## config.mk

```make
export PLATFORM = sky130hd
export DESIGN_NAME = bsr_chain
export DESIGN_NICKNAME = d
export VERILOG_FILES = /design/src/rtl/bsr_pkg.sv /design/src/rtl/bsr_capture_rank.sv /design/src/rtl/bsr_update_rank.sv /design/src/rtl/bsr_out_mux.sv /design/src/rtl/bsr_chain.sv
export SDC_FILE = /design/constraint.sdc
export NUM_CORES = 1
export LEC_CHECK = 0
export CORE_AREA = 3 3 46 48
export CTS_CLUSTER_DIAMETER = 40
export DETAILED_ROUTE_END_ITERATION = 6
export DIE_AREA = 0 0 49 51
export PLACE_DENSITY = 0.9
export SLEW_MARGIN = 25
export SYNTH_ARGS = -nofsm -noshare
export SYNTH_HDL_FRONTEND = slang
export SYNTH_SLANG_ARGS = --single-unit
```

## constraint.sdc

```tcl
create_clock -name clk_i -period 1.72 [get_ports clk_i]
set_input_delay 0.516 -clock clk_i [delete_from_list [all_inputs] [get_ports clk_i]]
set_output_delay 0.516 -clock clk_i [all_outputs]
set_load 0.005 [all_outputs]
```

## src/rtl/bsr_pkg.sv

```systemverilog
package bsr_pkg;

  typedef enum logic [1:0] {
    CELL_HOLD    = 2'd0,
    CELL_SHIFT   = 2'd1,
    CELL_CAPTURE = 2'd2
  } cell_op_e;

  // capture outranks shift
  function automatic cell_op_e decode_op(input logic capture, input logic shift);
    if (capture)    return CELL_CAPTURE;
    else if (shift) return CELL_SHIFT;
    else            return CELL_HOLD;
  endfunction

endpackage

```

## src/rtl/bsr_capture_rank.sv

```systemverilog
module bsr_capture_rank
  import bsr_pkg::*;
#(
  parameter int unsigned N_CELLS = 8
) (
  input  logic               clk_i,
  input  logic               rst_ni,
  input  cell_op_e           op_i,
  input  logic               tdi_i,
  input  logic [N_CELLS-1:0] par_i,
  output logic [N_CELLS-1:0] cap_o,
  output logic               tdo_o
);

  logic [N_CELLS:0]   link;
  logic [N_CELLS-1:0] cap_q;

  assign link[0] = tdi_i;

  for (genvar k = 0; k < N_CELLS; k++) begin : g_cell
    logic nxt;

    always_comb begin
      unique case (op_i)
        CELL_CAPTURE: nxt = par_i[k];
        CELL_SHIFT:   nxt = link[k];
        default:      nxt = cap_q[k];
      endcase
    end

    always_ff @(posedge clk_i or negedge rst_ni) begin
      if (!rst_ni) cap_q[k] <= 1'b0;
      else         cap_q[k] <= nxt;
    end

    assign link[k+1] = cap_q[k];
  end

  assign cap_o = cap_q;
  assign tdo_o = link[N_CELLS];

endmodule

```

## src/rtl/bsr_update_rank.sv

```systemverilog
module bsr_update_rank #(
  parameter int unsigned N_CELLS = 8
) (
  input  logic               clk_i,
  input  logic               rst_ni,
  input  logic               update_i,
  input  logic [N_CELLS-1:0] cap_i,
  output logic [N_CELLS-1:0] upd_o
);

  for (genvar k = 0; k < N_CELLS; k++) begin : g_cell
    always_ff @(posedge clk_i or negedge rst_ni) begin
      if (!rst_ni)       upd_o[k] <= 1'b0;
      else if (update_i) upd_o[k] <= cap_i[k];
    end
  end

endmodule

```

## src/rtl/bsr_out_mux.sv

```systemverilog
module bsr_out_mux #(
  parameter int unsigned N_CELLS = 8
) (
  input  logic               mode_i,
  input  logic [N_CELLS-1:0] par_i,
  input  logic [N_CELLS-1:0] upd_i,
  output logic [N_CELLS-1:0] par_o
);

  for (genvar k = 0; k < N_CELLS; k++) begin : g_cell
    assign par_o[k] = mode_i ? upd_i[k] : par_i[k];
  end

endmodule

```

## src/rtl/bsr_chain.sv

```systemverilog
module bsr_chain
  import bsr_pkg::*;
#(
  parameter int unsigned N_CELLS = 8
) (
  input  logic               clk_i,
  input  logic               rst_ni,
  input  logic               tdi_i,
  input  logic               capture_i,
  input  logic               shift_i,
  input  logic               update_i,
  input  logic               mode_i,
  input  logic [N_CELLS-1:0] par_i,
  output logic [N_CELLS-1:0] par_o,
  output logic               tdo_o
);

  cell_op_e           op;
  logic [N_CELLS-1:0] cap_q;
  logic [N_CELLS-1:0] upd_q;

  assign op = decode_op(capture_i, shift_i);

  bsr_capture_rank #(.N_CELLS(N_CELLS)) i_capture_rank (
    .clk_i  (clk_i),
    .rst_ni (rst_ni),
    .op_i   (op),
    .tdi_i  (tdi_i),
    .par_i  (par_i),
    .cap_o  (cap_q),
    .tdo_o  (tdo_o)
  );

  bsr_update_rank #(.N_CELLS(N_CELLS)) i_update_rank (
    .clk_i    (clk_i),
    .rst_ni   (rst_ni),
    .update_i (update_i),
    .cap_i    (cap_q),
    .upd_o    (upd_q)
  );

  bsr_out_mux #(.N_CELLS(N_CELLS)) i_out_mux (
    .mode_i (mode_i),
    .par_i  (par_i),
    .upd_i  (upd_q),
    .par_o  (par_o)
  );

endmodule

```

## After elaboration in Yosys (flattened, before gate mapping)

Index checks and enable logic that the tools add are counted.

| word-level totals | value |
|---|---|
| memory bits (writable) | 0 |
| bits in latches | 0 |
| word-level logic and storage cells | 37 |
| memory bits (read-only) | 0 |
| output and inout port bits | 9 |
| memories | 0 |
| register bits after elaboration | 16 |

| operators by class | value |
|---|---|
| div/mod/pow operators | 0 |
| order comparisons | 0 |
| multiply operators | 0 |
| bitwise operators | 0 |
| equality and inequality tests | 2 |
| reduce and logical (&&, ||, !) cells | 1 |
| add/subtract/negate cells | 0 |
| shift-type cells | 0 |
| mux-type cells | 18 |

Operators by type and width:

| cell | number |
|---|---|
| $pmux W1 S2 | 8 |
| $mux W1 | 9 |
| $eq A2 B1 Y1 const B | 1 |
| $eq A2 B2 Y1 const B | 1 |
| $mux W2 | 1 |
| $reduce_bool A2 Y1 | 1 |

## Logic depth before layout (Yosys ltp)

| depth | value |
|---|---|
| depth after elaboration | 4 |
| mapped depth | 3 |
| mapped depth without buffers | 2 |

## Cells and area by module

Synthesis repeated with hierarchy kept, for this count alone.

| unflattened totals | value |
|---|---|
| cells, all modules | 64 |
| area total of the unflattened synthesis | 873.3 µm² |

By module, submodules not included:

| module | times used | seq. area each (µm²) | area an instance (µm²) | cells each |
|---|---|---|---|---|
| bsr_capture_rank | 1 | 200.2 | 396.6 | 37 |
| bsr_update_rank | 1 | 200.2 | 331.6 | 17 |
| bsr_out_mux | 1 | 0.0 | 131.4 | 9 |
| bsr_chain | 1 | 0.0 | 13.8 | 1 |

## Worst setup path after synthesis

OpenSTA, ideal clock, no wires.

| timing | value |
|---|---|
| kind | input-to-output |
| from | input mode_i |
| to | output par_o[0] |
| arrival | 944 ps |
| cell stages on the path | 2 |
| buffers on the path | 1 |
| slack | 260 ps |
| path through | buf_6 > mux2_4 |

| between the ends | value |
|---|---|
| cells in the longest elaborated chain, start to end | 1 |

RTL lines:

| element | RTL line | source |
|---|---|---|
| from (decl) | bsr_chain.sv:12 | `input logic mode_i,` |
| $mux W1 | bsr_out_mux.sv:11 | `assign par_o[k] = mode_i ? upd_i[k] : par_i[k];` |
| to (decl) | bsr_chain.sv:14 | `output logic [N_CELLS-1:0] par_o,` |

No other way between the ends.

## Final worst setup path

| timing | value |
|---|---|
| from | input par_i[5] |
| to | output par_o[5] |

| between the ends | value |
|---|---|
| cells in the longest elaborated chain, start to end | 1 |

RTL lines:

| element | RTL line | source |
|---|---|---|
| from (decl) | bsr_chain.sv:13 | `input logic [N_CELLS-1:0] par_i,` |
| $mux W1 | bsr_out_mux.sv:11 |  |

No other way between the ends.

==> summary.md <==
| Metric | Value |
|---|---|
| Critical Path RT | 1200 ps |
| Ys Warns | 0 |
| Post-CTS Hold Fix Bufs | 0 |
| Clock Sink Count | 16 |
| EDFF count, synth | 0 |
| DRT antenna net count | 0 |
| Initial Utilization | 47.9% |
| Worst min-delay path class | reg2reg |
| Final Setup Violations | 0 |
| CTS max path bufs | 2 |
| Antenna fix cells | 0 |
| Startpoint class of the critical path | primary input |
| Setup bufs post-CTS | 0 |
| Vias in the first global route | 593 |
| Fin. max-slew vios | 0 |
| CTS tree | built |
| Number of distinct library cells after synthesis | 6 |
| Fin crit period | about 1700 ps |
| Via count | approximately 550 |
| Fmax | 599 MHz |
| Yosys top cell by area | dfrtp_1 |
| Clock tree root driver cell | clkbuf_4 |
| DR iter-0 viols | 0 |
| Syn_nets | 75 |
| Maximum VDD drop | 0.556 mV |
| Layout net count | ~100 |
| Pwr Total | 864 µW |
| Status | completed |
| Final hold slack | 519 ps |
| GRT Util Overall | 14.5% |
| Area growth syn-to-layout | 29.2% |
| Layout cell share with drive strength beyond 1 | a little under two fifths |
| Dpl cell area | ~0.0011 mm² |
| R2r worst-path depth | 1 |
| Worst-path clk slew | ~90 ps |
| Mapped Avg Cell Area | 13.9 µm² |
| WS Path Type | in2out |
| CP startpoint | par_i[5] |
| Synth Cell Area | around 840 µm² |
| Clock Latency Late Sink | roughly 280 ps |
| Reg2reg setup slack | 940 ps |
| Final WL | between 1500 and 2000 µm |
| Unrepaired setup endpoints after global routing | no |
| Largest net degree at the start of global routing | 17 |
| Core ar. | 0.00175 mm² |
| Actual slew at the worst max-slew pin | 202 ps |
| Reg2Reg Launch Point | i_capture_rank.cap_o[1]$_DFFE_PN0P_ |
| Leak | approximately 0.56 nW |
| Synth top area share | 47.9% |
| Critical Path End | par_o[5] |
| H-tree levels | 1 |
| Die Wd | 49 µm |
| Setup Skew | 0.465 ps |
| Seq/Total Area, Yosys | a little under half |
| Antenna violations before repair | 0 |
| Port bufs | 23 |
| Synth cell count leaders | dfrtp_1, mux2_4, mux2i_1, nand2_1, o21ai_1 |
| Multi-input gate area | 390 µm² |
| # DRC | 0 |
| Ports | 24 |
| Hold Vio Cnt, Final | 0 |
| Fin crit share | 97.1% |
| Max-Cap Viols | 0 |
| Critical path capture point type | primary output |
| Largest cells by area after synthesis | dfrtp_1, mux2_4, mux2i_1 |
| GR Overflow Total | 0 |
| Max_slew headroom | 86.5% |
| Arrival time at the worst endpoint | 1150 ps |
| First-pass GRT wire length | 2780 µm |
| Max Fanout on Critical Path | 2 |
| Row Count | 15 |
| Pre-antenna DRT Iters | 1 |
| Cell area after layout | between 0.001 and 0.0015 mm² |
| Seq cells post-synth | 16 |
| Cell Pwr Density | around 800 mW/mm² |
| Cts bufs inserted | 3 |
| Filler cells | between 100 and 150 |
| Setup slack after layout | 50.5 ps |
| Detail-routed via count per cell | 4.96 |
| Syn Inst Count | 60 |
| RePlAce Congestion | 0.730 |
| Synth Flop Type | dfrtp_1 |
| R2R Path End | i_update_rank.upd_o[1]$_DFFE_PN0P_ |
| Async SR Flop Fraction | 100% |
| Flip-flop and latch area | 400 µm² |
| Pre-CTS setup slack | -723 ps |
| Chip height | ~51 µm |
| DIE AREA | 0.00250 mm² |
| Mean routed wirelength per cell | 14.0 µm |
[critical path, cell delays in order]
cell and delay (ps):
dlygate4sd2_1 250, mux2_4 260, buf_2 130
[cells in the final DEF, fill, tap and decap left out]
cell / netlist / final
buf_12: 0 / 2
buf_2: 0 / 8
buf_4: 0 / 3
clkbuf_4: 0 / 3
clkdlybuf4s50_1: 0 / 5
dfrtp_1: 16 / 16
dlygate4sd2_1: 0 / 8
dlymetal6s2s_1: 0 / 1
mux2_4: 16 / 16
mux2i_1: 8 / 8
nand2_1: 8 / 8
o21ai_1: 8 / 8
[flip-flops by register name, indices dropped and copies added, names as in the netlist]
signal	count
i_update_rank.upd_o	8
i_capture_rank.cap_o	7
i_capture_rank.tdo_o	1
[final cells by class]
type                            count  area share (%)
Sequential cell                    16            37.1
Clock buffer                        3            2.09
Tap cell                           25            2.90
Multi-Input combinational cell     40            36.2
Timing Repair Buffer               27            21.8
[how the worst min path moves through the flow]
stage	start	cells past startpoint	slack [ps]	to
after floorplan	rst_ni	0	220	i_capture_rank.cap_o[0]$_DFFE_PN0P_
after global placement	i_update_rank.upd_o[0]$_DFFE_PN0P_	1	500	i_update_rank.upd_o[0]$_DFFE_PN0P_
after detailed placement	i_update_rank.upd_o[0]$_DFFE_PN0P_	1	500	i_update_rank.upd_o[0]$_DFFE_PN0P_
after CTS	i_update_rank.upd_o[7]$_DFFE_PN0P_	1	520	i_update_rank.upd_o[7]$_DFFE_PN0P_
after global routing	i_update_rank.upd_o[7]$_DFFE_PN0P_	1	540	i_update_rank.upd_o[7]$_DFFE_PN0P_
final	i_update_rank.upd_o[7]$_DFFE_PN0P_	1	520	i_update_rank.upd_o[7]$_DFFE_PN0P_
[logic make-up after synthesis]
logic type	count (synthesis)	share of synthesized area (%)
mux	24	38.3
compound gates	8	4.79
flops	16	47.9
simple gates	8	3.59
buf+inv	4	5.39
[power by group]
| group | internal [mW] | switching [mW] |
|---|---|---|
| clock | 0.0813 | 0.113 |
| combinational | 0.143 | 0.0729 |
| sequential | 0.423 | 0.0309 |
[metal layers]
metal	global-route usage (%)	vias up	share of wire, %
li1	-	264	-
met1	17.7	263	46
met4	8.53	0	2.5
met2	23.1	19	45
met5	0	-	0
met3	3.79	5	5.9
[stage by stage]
step	util [%]	std cells	setup TNS, ps
CTS	62.7	112	0
finish	61.9	111	0
floorplan	-	60	0
detailed placement	64.6	109	-5750
global placement	64.6	109	-5640
global route	61.9	111	0
[repair_timing]
| item | CTS | global route |
|---|---|---|
| endpoints found under the hold margin | 0 | 0 |
| setup endpoints to repair | 8 | 7 |
| cloned | 0 | 0 |
| gates resized for setup | 44 | 3 |
| pin swaps | 0 | 0 |
Power figures use the tool's default switching activity.
